## config.mk

```make
export PLATFORM = sky130hd
export DESIGN_NAME = irq_trigger_capture
export DESIGN_NICKNAME = d
export VERILOG_FILES = /design/src/rtl/irqcap_pkg.sv /design/src/rtl/irqcap_cfg_stage.sv /design/src/rtl/irqcap_cell.sv /design/src/rtl/irq_trigger_capture.sv
export SDC_FILE = /design/constraint.sdc
export NUM_CORES = 1
export LEC_CHECK = 0
export BUFFER_PORTS_ARGS = -buffer_cell sky130_fd_sc_hd__buf_4
export CORE_UTILIZATION = 45
export DETAILED_ROUTE_END_ITERATION = 10
export PLACE_DENSITY = 0.76
export SLEW_MARGIN = 20
export SYNTH_ARGS = -nofsm -noshare
export SYNTH_HDL_FRONTEND = slang
export SYNTH_SLANG_ARGS = --single-unit
```

## constraint.sdc

```tcl
create_clock -name clk -period 0.9 [get_ports clk]
set_input_delay 0.135 -clock clk [delete_from_list [all_inputs] [get_ports clk]]
set_output_delay 0.135 -clock clk [all_outputs]
set_load 0.005 [all_outputs]
```

## src/rtl/irqcap_pkg.sv

```systemverilog
package irqcap_pkg;
  // Default source setup, bit n = source n (wide enough for up to 64 sources)
  localparam logic [63:0] DEF_LEVEL_64 = 64'h0000_1F07_FFF8_FFFF;
  localparam logic [63:0] DEF_BOTH_64  = 64'h0000_00F8_0007_0000;
  localparam logic [63:0] DEF_POL_64   = 64'h0000_5F07_FFF8_FFFF;

  typedef enum logic [1:0] {
    MODE_LEVEL  = 2'd0,
    MODE_SINGLE = 2'd1,
    MODE_BOTH   = 2'd2
  } trig_mode_e;
endpackage

```

## src/rtl/irqcap_cfg_stage.sv

```systemverilog
module irqcap_cfg_stage #(
  parameter int NUM_SRC = 51,
  parameter logic [NUM_SRC-1:0] DEF_LEVEL = '0,
  parameter logic [NUM_SRC-1:0] DEF_BOTH  = '0,
  parameter logic [NUM_SRC-1:0] DEF_POL   = '0
) (
  input  logic               clk,
  input  logic               rst,
  input  logic [NUM_SRC-1:0] level_in,
  input  logic [NUM_SRC-1:0] pol_in,
  input  logic [NUM_SRC-1:0] both_in,
  output logic [NUM_SRC-1:0] level_q,
  output logic [NUM_SRC-1:0] pol_q,
  output logic [NUM_SRC-1:0] both_q
);
  always_ff @(posedge clk) begin
    if (rst) begin
      level_q <= DEF_LEVEL;
      pol_q   <= DEF_POL;
      both_q  <= DEF_BOTH;
    end else begin
      level_q <= level_in;
      pol_q   <= pol_in;
      both_q  <= both_in;
    end
  end
endmodule

```

## src/rtl/irqcap_cell.sv

```systemverilog
module irqcap_cell
  import irqcap_pkg::*;
(
  input  logic clk,
  input  logic rst,
  input  logic line,
  input  logic is_level,
  input  logic pol_hi,
  input  logic both,
  input  logic clr,
  output logic pend_q,
  output logic last_q
);
  trig_mode_e mode;
  logic       active_lvl;
  logic       step_up;
  logic       step_down;
  logic       edge_hit;
  logic       pend_d;

  always_comb begin
    if (is_level)  mode = MODE_LEVEL;
    else if (both) mode = MODE_BOTH;
    else           mode = MODE_SINGLE;

    active_lvl = (line == pol_hi);
    step_up    = line & ~last_q;
    step_down  = ~line & last_q;

    unique case (mode)
      MODE_BOTH:   edge_hit = step_up | step_down;
      MODE_SINGLE: edge_hit = pol_hi ? step_up : step_down;
      default:     edge_hit = 1'b0;
    endcase

    // a fresh edge outranks a clear in the same cycle
    if (mode == MODE_LEVEL) pend_d = active_lvl;
    else                    pend_d = edge_hit | (pend_q & ~clr);
  end

  always_ff @(posedge clk) begin
    if (rst) begin
      pend_q <= 1'b0;
      last_q <= 1'b0;
    end else begin
      pend_q <= pend_d;
      last_q <= line;
    end
  end
endmodule

```

## src/rtl/irq_trigger_capture.sv

```systemverilog
module irq_trigger_capture #(
  parameter int NUM_SRC = 51,
  parameter logic [NUM_SRC-1:0] DEF_LEVEL = irqcap_pkg::DEF_LEVEL_64[NUM_SRC-1:0],
  parameter logic [NUM_SRC-1:0] DEF_BOTH  = irqcap_pkg::DEF_BOTH_64[NUM_SRC-1:0],
  parameter logic [NUM_SRC-1:0] DEF_POL   = irqcap_pkg::DEF_POL_64[NUM_SRC-1:0]
) (
  input  logic               clk,
  input  logic               rst,
  input  logic [NUM_SRC-1:0] src_in,
  input  logic [NUM_SRC-1:0] cfg_level,
  input  logic [NUM_SRC-1:0] cfg_pol_hi,
  input  logic [NUM_SRC-1:0] cfg_both,
  input  logic [NUM_SRC-1:0] edge_clr,
  output logic [NUM_SRC-1:0] pending
);
  logic [NUM_SRC-1:0] lvl_q;
  logic [NUM_SRC-1:0] pol_q;
  logic [NUM_SRC-1:0] both_q;
  logic [NUM_SRC-1:0] prev_q;

  irqcap_cfg_stage #(
    .NUM_SRC  (NUM_SRC),
    .DEF_LEVEL(DEF_LEVEL),
    .DEF_BOTH (DEF_BOTH),
    .DEF_POL  (DEF_POL)
  ) u_cfg (
    .clk     (clk),
    .rst     (rst),
    .level_in(cfg_level),
    .pol_in  (cfg_pol_hi),
    .both_in (cfg_both),
    .level_q (lvl_q),
    .pol_q   (pol_q),
    .both_q  (both_q)
  );

  for (genvar g = 0; g < NUM_SRC; g++) begin : g_src
    irqcap_cell u_cell (
      .clk     (clk),
      .rst     (rst),
      .line    (src_in[g]),
      .is_level(lvl_q[g]),
      .pol_hi  (pol_q[g]),
      .both    (both_q[g]),
      .clr     (edge_clr[g]),
      .pend_q  (pending[g]),
      .last_q  (prev_q[g])
    );
  end
endmodule

```

==> results of run 1 <==
## repair_timing
item                                   4_1_cts  5_1_grt
hold buffers                               251        0
pin swaps                                   27       27
setup endpoints to repair                  102      102
resized for setup                          183       65
setup buffers                                4        2
cloned                                       0        0
endpoints found under the hold margin      250        0
## flip-flops by register name, indices dropped and copies added (netlist names)
name,cells
u_cfg.both_q,51
g_src.u_cell.pend_q,51
u_cfg.level_q,51
u_cfg.pol_q,51
g_src.u_cell.last_q,51
## metal layers
layer / wire, um / vias to the layer above
met5: 0 / -
met4: 2100 / 0
met3: 1740 / 150
met2: 20500 / 366
met1: 12700 / 4876
li1: - / 4866
## synthesized netlist by cell type (all sizes together)
| cell type | count |
|---|---|
| mux2i | 51 |
| nor2 | 102 |
| o22ai | 51 |
| xor2 | 51 |
| or2 | 83 |
| o31a | 51 |
| clkbuf | 8 |
| inv | 204 |
| nor2b | 70 |
| dfxtp | 255 |
| ha | 102 |
| a21oi | 51 |
| buf | 71 |
## logic make-up (layout without fill, tap and decap cells)
logic type	after synthesis	count (layout)	share of synthesized area, %
AO/OA/AOI/OAI	153	153	9.23
XOR/XNOR	51	51	4.04
adder cells (fa/ha/maj)	102	102	11.5
buffers and inverters	283	953	12.3
flip-flops	255	255	46.1
multiplexers	51	51	4.61
other	0	2	0
AND/OR/NAND/NOR	255	255	12.1
## per-stage QoR
stage | power (mW) | hold WS (ns) | setup TNS [ns] | util, %
global route | 32.4 | 0.00601 | -24.50 | 77.7
CTS | 30.8 | 0.00360 | -19.86 | 76.3
global placement | 16.2 | 0.317 | -9.24 | 59.0
finish | 31.3 | 0.00997 | -20.84 | 77.7
floorplan | 14.5 | 0.232 | -5.04 | -
detailed placement | 16.4 | 0.321 | -10.51 | 59.0
## power breakdown
group          internal, mW  switching [mW]
combinational          3.28            2.03
sequential             12.1           0.533
clock                  8.36            4.97
total                  23.7            7.53
## layout make-up
class | instances | area share, %
sequential | 255 | 27.8
inverter | 204 | 4.08
clock inverter | 17 | 1.51
antenna | 2 | 0.0266
tap | 324 | 2.15
multi-input combinational | 612 | 27.8
clock buffer | 37 | 4.27
timing repair buffer | 695 | 32.4
## worst max-delay path: cells and delay by family, from the launching register on
kind	cells	cell delay, ns
xor gates and xnor gates	1	0.15
DFF	1	0.35
buffers and inverters	1	0.14
AOI/OAI and AO/OA	2	0.53
## final timing paths
| check | start | to | slack [ns] |
|---|---|---|---|
| max | u_cfg.pol_q[21]$_SDFF_PP1_ | g_src[21].u_cell.pend_q$_SDFF_PP0_ | -0.34 |
| min | rst | u_cfg.level_q[12]$_SDFF_PP1_ | 0.01 |
| max reg2reg | u_cfg.pol_q[21]$_SDFF_PP1_ | g_src[21].u_cell.pend_q$_SDFF_PP0_ | -0.34 |
| min reg2reg | u_cfg.level_q[37]$_SDFF_PP0_ | g_src[37].u_cell.pend_q$_SDFF_PP0_ | 0.48 |
==> results.json, run 1 <==
{
  "status": "finished, violations left",
  "violations": "negative setup slack",
  "reg2regPathDepth": 4,
  "place_area_mm2": 0.0143,
  "grt-ovfl-total": 0,
  "finalSetupViolCount": 102,
  "clkLatencyLatePin_ns": 0.55,
  "power_leakage_nw": 8.86,
  "synth_fp_nets": 1509,
  "slew_viol_final": 0,
  "wl_um": 37100,
  "min_path_cells": 2,
  "power_per_cell_area_mw_per_mm2": 1660,
  "cts_made_buffers": 29,
  "start_kind": "flip-flop",
  "max-cap-violations": 0,
  "synth_top_cell_by_area": "dfxtp_1",
  "fillers": 1302,
  "hold_class": "primary input to flip-flop",
  "synth-seq-cells": 255,
  "final_common_cell": "buf_4",
  "grtUsageMet2_pct": 54.0,
  "fin_worst_skew_ns": 0.0201,
  "gp_congestion": 0.808,
  "synth_area_mm2": 0.0111,
  "die_w_um": 159,
  "path_cells": "buf_4, xor2_1, a21oi_1, o31a_1",
  "cp-end-kind": "flip-flop",
  "syn_inst": 1150,
  "antenna_found_initial": 2,
  "dr.pass1.iters": 5,
  "core_mm2": 0.0242,
  "htreeDepth": 1,
  "multiInputGateArea_mm2": 0.00524,
  "mostFrequentLayoutCells": "buf_4 (387), dlygate4sd3_1 (251), inv_1 (160), dfxtp_1 (152)",
  "cts_buffer_depth": 3,
  "grt_pass1_wl_um": 55000,
  "cts_sinks": 255,
  "post_drt_via_cell_ratio": 4.78,
  "worstMarginPinSlew_ns": 0.270,
  "layout-drive-gt1-share_pct": 43.0,
  "drc_errors": 0,
  "grt_setup_unrepaired": "true",
  "die_y_um": 159,
  "dp.cells": 1833,
  "fin_cells": 2146,
  "critPathArrivalTime_ns": 1.70,
  "max_clock_freq_ghz": 0.809,
  "grt_pass1_vias": 11500,
  "start_util_pct": 45.6,
  "seqCellArea_mm2": 0.00524,
  "dp_slack_ns": -0.189,
  "drtIter0Drc": 415,
  "grt_max_degree": 34,
  "yosys-top-cells-area": "dfxtp_1 (46%), ha_1 (12%), inv_1 (6.9%), mux2i_1 (4.6%), or2_2 (4.4%)",
  "netlist.area_leader.share_pct": 46.1,
  "fp-row-count": 57,
  "path_clk_slew_ns": 0.06,
  "synth_area_per_cell_um2": 9.62,
  "gr-max-usage-layer": "met2",
  "finalWorstSetupSlack_ns": -0.337,
  "crit_type": "flip-flop to flip-flop",
  "io_pins": 308,
  "dieArea_mm2": 0.0252,
  "crit_slowest_cell": "dfxtp_2",
  "num_vias": 10300,
  "wl_per_cell_um": 17.3,
  "finalHoldViolCount": 0,
  "cp_max_fo": 2,
  "ys_warn_count": 0,
  "peakVddDrop_mv": 1.89,
  "ys_seq_area_share_pct": 46.1,
  "ant_nets": 0,
  "use_met3_pct": 5.07,
  "root_buffer": "clkbuf_16",
  "slowest_delay_ns": 0.35,
  "grt.met1_usage_pct": 25.6,
  "min_period_ns": 1.24,
  "grt_util_all_layers_pct": 27.1,
  "io_buffer_count": 307,
  "fin_crit_sh_pct": 137,
  "dp_hpwl_um": 18400,
  "cts_tree": "done",
  "critical_path_required_ns": 1.36,
  "final_area_mm2": 0.0188,
  "maxSlewHeadroom_pct": 81.5,
  "ys_types": 17,
  "syn_to_final_growth_pct": 70.4,
  "fin_nets": 2156
}
(Power assumes the default switching activity.)
==> run 2: changes to the inputs <==
--- a/config.mk
+++ b/config.mk
@@ -6,9 +6,11 @@
 export NUM_CORES = 1
 export LEC_CHECK = 0
 export BUFFER_PORTS_ARGS = -buffer_cell sky130_fd_sc_hd__buf_4
+export CAP_MARGIN = 20
 export CORE_UTILIZATION = 45
 export DETAILED_ROUTE_END_ITERATION = 10
 export PLACE_DENSITY = 0.76
+export SETUP_SLACK_MARGIN = 0.3
 export SLEW_MARGIN = 20
 export SYNTH_ARGS = -nofsm -noshare
 export SYNTH_HDL_FRONTEND = slang
==> run 2 against run 1 <==
The run ends with negative hold slack, negative setup slack left. Setup slack better by 0.071 ns. Highest routed layer unchanged. Non-clock buffer count down 54. Clock power down 11%. Die area unchanged. Register-to-register slack better by 0.07 ns. Total power down 4.8%. Largest cell class unchanged. Sequential power about the same. Global-route usage down 2.3 points. Combinational power down 2%. Routed wire length down 8.9%.
==> results.json, run 2 (synthesis results as in run 1) <==
{
  "status": "finished, violations left",
  "slew_viol_final": 0,
  "die_w_um": 159,
  "critPathArrivalTime_ns": 1.58,
  "drc_errors": 0,
  "max-cap-violations": 0,
  "syn_to_final_growth_pct": 67.7,
  "dp.cells": 1829,
  "worstMarginPinSlew_ns": 0.324,
  "grt_pass1_vias": 10700,
  "reg2reg_from": "g_src[9].u_cell.last_q$_SDFF_PP0_",
  "io_pins": 308,
  "clkLatencyLatePin_ns": 0.53,
  "dr.pass1.iters": 5,
  "finalWorstSetupSlack_ns": -0.266,
  "critPathLaunch": "g_src[9].u_cell.last_q$_SDFF_PP0_",
  "power_per_cell_area_mw_per_mm2": 1600,
  "reg2regPathDepth": 3,
  "fin_nets": 2101,
  "path_clk_slew_ns": 0.06,
  "final_area_mm2": 0.0186,
  "fin_worst_skew_ns": 0.0120,
  "final_common_cell": "buf_4",
  "dp_hpwl_um": 18200,
  "io_buffer_count": 307,
  "fp-row-count": 57,
  "grt_max_degree": 37,
  "violations": "negative hold slack, negative setup slack",
  "reg2reg_to": "g_src[9].u_cell.pend_q$_SDFF_PP0_",
  "crit_type": "flip-flop to flip-flop",
  "ant_nets": 0,
  "multiInputGateArea_mm2": 0.00537,
  "fin_cells": 2089,
  "hold_class": "primary input to flip-flop",
  "post_drt_via_cell_ratio": 4.66,
  "worst_hold_path.endpoint": "u_cfg.level_q[11]$_SDFF_PP1_",
  "rrSetupSlack_ns": -0.27,
  "htreeDepth": 1,
  "finalSetupViolCount": 102,
  "fin_hold_ws_ns": -0.188,
  "num_vias": 9744,
  "drtIter0Drc": 365,
  "finalHoldViolCount": 38,
  "holdCritStartpoint": "cfg_level[11]",
  "cts_made_buffers": 28,
  "cts_tree": "done",
  "mostFrequentLayoutCells": "buf_4 (386), inv_1 (156), dfxtp_1 (152), dlygate4sd3_1 (108), dfxtp_2 (103)",
  "root_buffer": "clkbuf_16",
  "cts_sinks": 255,
  "die_y_um": 159,
  "start_kind": "flip-flop",
  "cts_buffer_depth": 3,
  "seqCellArea_mm2": 0.00523,
  "fin_crit_sh_pct": 130,
  "cp-end-kind": "flip-flop",
  "min_path_cells": 2,
  "grt_pass1_wl_um": 51100,
  "power_leakage_nw": 9.42,
  "place_area_mm2": 0.0145,
  "antenna_found_initial": 1,
  "max_clock_freq_ghz": 0.858,
  "start_util_pct": 45.6,
  "core_mm2": 0.0242,
  "cp_max_fo": 2,
  "layout-drive-gt1-share_pct": 45.2,
  "power_mw": 29.8,
  "critical_path_required_ns": 1.32,
  "grt_setup_unrepaired": "true",
  "final_util_pct": 76.5,
  "wl_per_cell_um": 16.2,
  "gp_congestion": 0.818,
  "maxSlewHeadroom_pct": 78.3,
  "grt_util_all_layers_pct": 24.8,
  "peakVddDrop_mv": 1.94,
  "wl_um": 33800,
  "min_period_ns": 1.17,
  "tns_ns": -19.45,
  "grt-ovfl-total": 0,
  "fillers": 1349,
  "dieArea_mm2": 0.0252
}
## run 2: power breakdown
part	leakage (nW)	internal, mW	switching [mW]
Combinational	6.79	3.29	1.91
Sequential	2.15	12.1	0.521
Clock	0.477	7.22	4.73
Total	9.42	22.6	7.16
## run 2: per-stage QoR
step	hold slack [ns]	setup WS (ns)
6_report	-0.188	-0.266
5_1_grt	-0.208	-0.268
4_1_cts	-0.208	-0.238
3_5_place_dp	0.323	-0.224
3_3_place_gp	0.316	-0.148
2_1_floorplan	0.235	-0.100
## run 2: area by class of cell
| type | instances | area share (%) |
|---|---|---|
| Timing Repair Buffer | 641 | 31.3 |
| Multi-Input combinational cell | 612 | 29.0 |
| Sequential cell | 255 | 28.2 |
| Clock buffer | 37 | 4.40 |
| Inverter | 204 | 4.13 |
| Tap cell | 324 | 2.18 |
| Clock inverter | 15 | 0.863 |
| Antenna cell | 1 | 0.0135 |
## run 2: worst max path at each step
stage / depth (start not counted) / endpoint
after floorplan: 3 / g_src[0].u_cell.pend_q$_SDFF_PP0_
after global placement: 5 / g_src[11].u_cell.pend_q$_SDFF_PP0_
after detailed placement: 5 / g_src[39].u_cell.pend_q$_SDFF_PP0_
after CTS: 1 / pending[0]
after global routing: 5 / g_src[42].u_cell.pend_q$_SDFF_PP0_
final: 3 / g_src[9].u_cell.pend_q$_SDFF_PP0_
## run 2: what timing repair did
| action | CTS | global route |
|---|---|---|
| gates resized for setup | 187 | 159 |
| pin swaps | 29 | 25 |
| endpoints found under the setup margin | 102 | 196 |
| endpoints found under the hold margin | 247 | 50 |
| setup buffers | 6 | 4 |
| hold buffers | 195 | 2 |
## run 2: layer usage
layer | wire length [um] | share of wire [%] | vias to the layer above | GRT usage (%)
met4 | 1710 | 5.1 | 0 | 11.8
met1 | 12200 | 36 | 4565 | 25.2
met5 | 0 | 0 | - | 0
met3 | 1670 | 5.0 | 116 | 4.99
li1 | - | - | 4756 | -
met2 | 18200 | 54 | 307 | 47.9
## run 2: worst max-delay path, cell delays in order (launching register included)
cell and delay [ns]:
dfxtp_2 0.33, ha_1 0.32, o22ai_1 0.11, o31a_1 0.29
==> run 3: changes to the inputs <==
--- a/config.mk
+++ b/config.mk
@@ -7,9 +7,12 @@
 export LEC_CHECK = 0
 export BUFFER_PORTS_ARGS = -buffer_cell sky130_fd_sc_hd__buf_4
 export CAP_MARGIN = 20
-export CORE_UTILIZATION = 45
+export CELL_PAD_IN_SITES_DETAIL_PLACEMENT = 1
+export CELL_PAD_IN_SITES_GLOBAL_PLACEMENT = 2
+export CORE_UTILIZATION = 28
+export CTS_CLUSTER_SIZE = 20
 export DETAILED_ROUTE_END_ITERATION = 10
-export PLACE_DENSITY = 0.76
+export PLACE_DENSITY = 0.78
 export SETUP_SLACK_MARGIN = 0.3
 export SLEW_MARGIN = 20
 export SYNTH_ARGS = -nofsm -noshare
==> run 3 against run 2 <==
The flow still finishes with violations (negative hold slack, negative setup slack). Utilization decreased by 28 points. Sequential power barely moved. Die area up 60%. Critical path depth increased by 2. Cell count up 9.8%. Clock power about the same. Non-clock buffer count is 6 higher. Via count shrank 1.4%.
==> results.json, run 3 (synthesis results as in run 1) <==
{
  "status": "finished, violations left",
  "violations": "negative hold slack, negative setup slack",
  "grt_pass1_wl_um": 54900,
  "cp_max_fo": 2,
  "place_area_mm2": 0.0146,
  "layout-drive-gt1-share_pct": 42.7,
  "min_period_ns": 1.18,
  "final_common_cell": "buf_4",
  "worstMarginPinSlew_ns": 0.308,
  "grt_pass1_vias": 11100,
  "drtIter0Drc": 194,
  "final_util_pct": 48.4,
  "cts_hold_buf": 229,
  "dp_hpwl_um": 21500,
  "path_delay_family": "flip-flops",
  "cts_tree": "done",
  "finalHoldViolCount": 20,
  "grt_util_all_layers_pct": 16.7,
  "slowest_delay_ns": 0.32,
  "path_clk_slew_ns": 0.06,
  "syn_to_final_growth_pct": 69.9,
  "fp-row-count": 72,
  "finalWorstSetupSlack_ns": -0.282,
  "crit_type": "flip-flop to flip-flop",
  "die_w_um": 201,
  "critical_path_required_ns": 1.34,
  "grt_max_degree": 36,
  "root_buffer": "clkbuf_16",
  "cp-end-kind": "flip-flop",
  "htreeDepth": 1,
  "io_buffer_count": 307,
  "fin_hold_ws_ns": -0.0501,
  "die_y_um": 201,
  "cts_buffer_depth": 3,
  "post_drt_via_cell_ratio": 4.19,
  "dieArea_mm2": 0.0403,
  "power_per_cell_area_mw_per_mm2": 1590,
  "max_clock_freq_ghz": 0.846,
  "num_vias": 9604,
  "grt-ovfl-total": 0,
  "path_cells": "inv_1, ha_2, mux2i_1, nor2_1, o31a_1",
  "cts_made_buffers": 31,
  "fillers": 4262,
  "slew_viol_final": 0,
  "ant_nets": 0,
  "grtUsageMet2_pct": 31.9,
  "grt.met1_usage_pct": 17.7,
  "peakVddDrop_mv": 1.46,
  "grt_setup_unrepaired": "true",
  "crit_slowest_cell": "dfxtp_2",
  "wl_per_cell_um": 15.0,
  "finalSetupViolCount": 102,
  "critPathArrivalTime_ns": 1.62,
  "wl_um": 34500,
  "maxSlewHeadroom_pct": 79.4,
  "dr.pass1.iters": 4,
  "start_util_pct": 28.5,
  "start_kind": "flip-flop",
  "mostFrequentLayoutCells": "buf_4 (359), dlygate4sd3_1 (217), inv_1 (158), dfxtp_1 (152), dfxtp_2 (103)",
  "core_mm2": 0.0388,
  "antenna_found_initial": 4,
  "reg2reg_from": "g_src[9].u_cell.last_q$_SDFF_PP0_",
  "hold_class": "primary input to flip-flop",
  "critPathLaunch": "g_src[9].u_cell.last_q$_SDFF_PP0_",
  "fin_worst_skew_ns": 0.0191,
  "final_area_mm2": 0.0188,
  "fin_nets": 2110,
  "cp.buffers_inverters": 1,
  "fin_crit_sh_pct": 131,
  "clkLatencyLatePin_ns": 0.57,
  "io_pins": 308,
  "gr-max-usage-layer": "met2",
  "use_met3_pct": 4.12,
  "holdCritStartpoint": "edge_clr[32]",
  "gp_congestion": 0.767,
  "rrSetupSlack_ns": -0.28,
  "drc_errors": 0,
  "power_leakage_nw": 8.78,
  "max-cap-violations": 0,
  "cts_sinks": 255
}
## run 3: layer usage
| metal | wire (um) | part of all wire (%) | vias to the layer above |
|---|---|---|---|
| met5 | 9 | 0.026 | - |
| met4 | 1100 | 3.2 | 2 |
| met3 | 1790 | 5.2 | 74 |
| met2 | 18100 | 53 | 235 |
| met1 | 13400 | 39 | 4518 |
| li1 | - | - | 4775 |
## run 3: power breakdown
part	switching (mW)	total (mW)	leakage [nW]	internal, mW
Combinational	1.87	5.11	6.13	3.25
Sequential	0.498	12.6	2.15	12.1
Clock	4.95	12.2	0.499	7.29
## run 3: layout make-up
type | instances | area, um^2 | share of cell area (%)
clock buffers | 45 | 918 | 4.89
multi-input cells | 612 | 5400 | 28.7
diodes | 3 | 7.51 | 0.0399
repair buffers | 647 | 5750 | 30.6
well taps | 518 | 648 | 3.45
clock inverters | 10 | 81.3 | 0.433
inverters | 204 | 766 | 4.07
flip-flops and latches | 255 | 5230 | 27.8
## run 3: worst min-delay path: cells and delay by family
family / cells / cell delay (ns)
buf+inv: 1 / 0.11
compound gates: 2 / 0.24
## run 3: worst paths after layout
check / endpoint / cells after the start
worst max-delay path: g_src[9].u_cell.pend_q$_SDFF_PP0_ / 5
worst min-delay path: g_src[32].u_cell.pend_q$_SDFF_PP0_ / 3
worst max register to register: g_src[9].u_cell.pend_q$_SDFF_PP0_ / 5
worst min register to register: g_src[0].u_cell.pend_q$_SDFF_PP0_ / 1
## run 3: per-stage QoR
stage                     cells  TNS (ns)  setup slack (ns)  hold WS, ns  power (mW)
after floorplan            1150     -5.04            -0.100        0.235        14.7
after global placement     2002    -12.14            -0.165        0.319        16.4
after detailed placement   2002    -14.05            -0.212        0.321        16.5
after CTS                  2288    -23.04            -0.310      -0.0849        30.2
after global routing       2294    -25.53            -0.326      -0.0643        31.4
final                      2294    -20.89            -0.282      -0.0501        29.9
## run 3: what timing repair did
item                       in CTS  in global routing
setup endpoints to repair     102                117
pin swaps                      26                 28
resized for setup             181                 79
setup buffers                   2                  3
hold endpoints to repair      255                 24
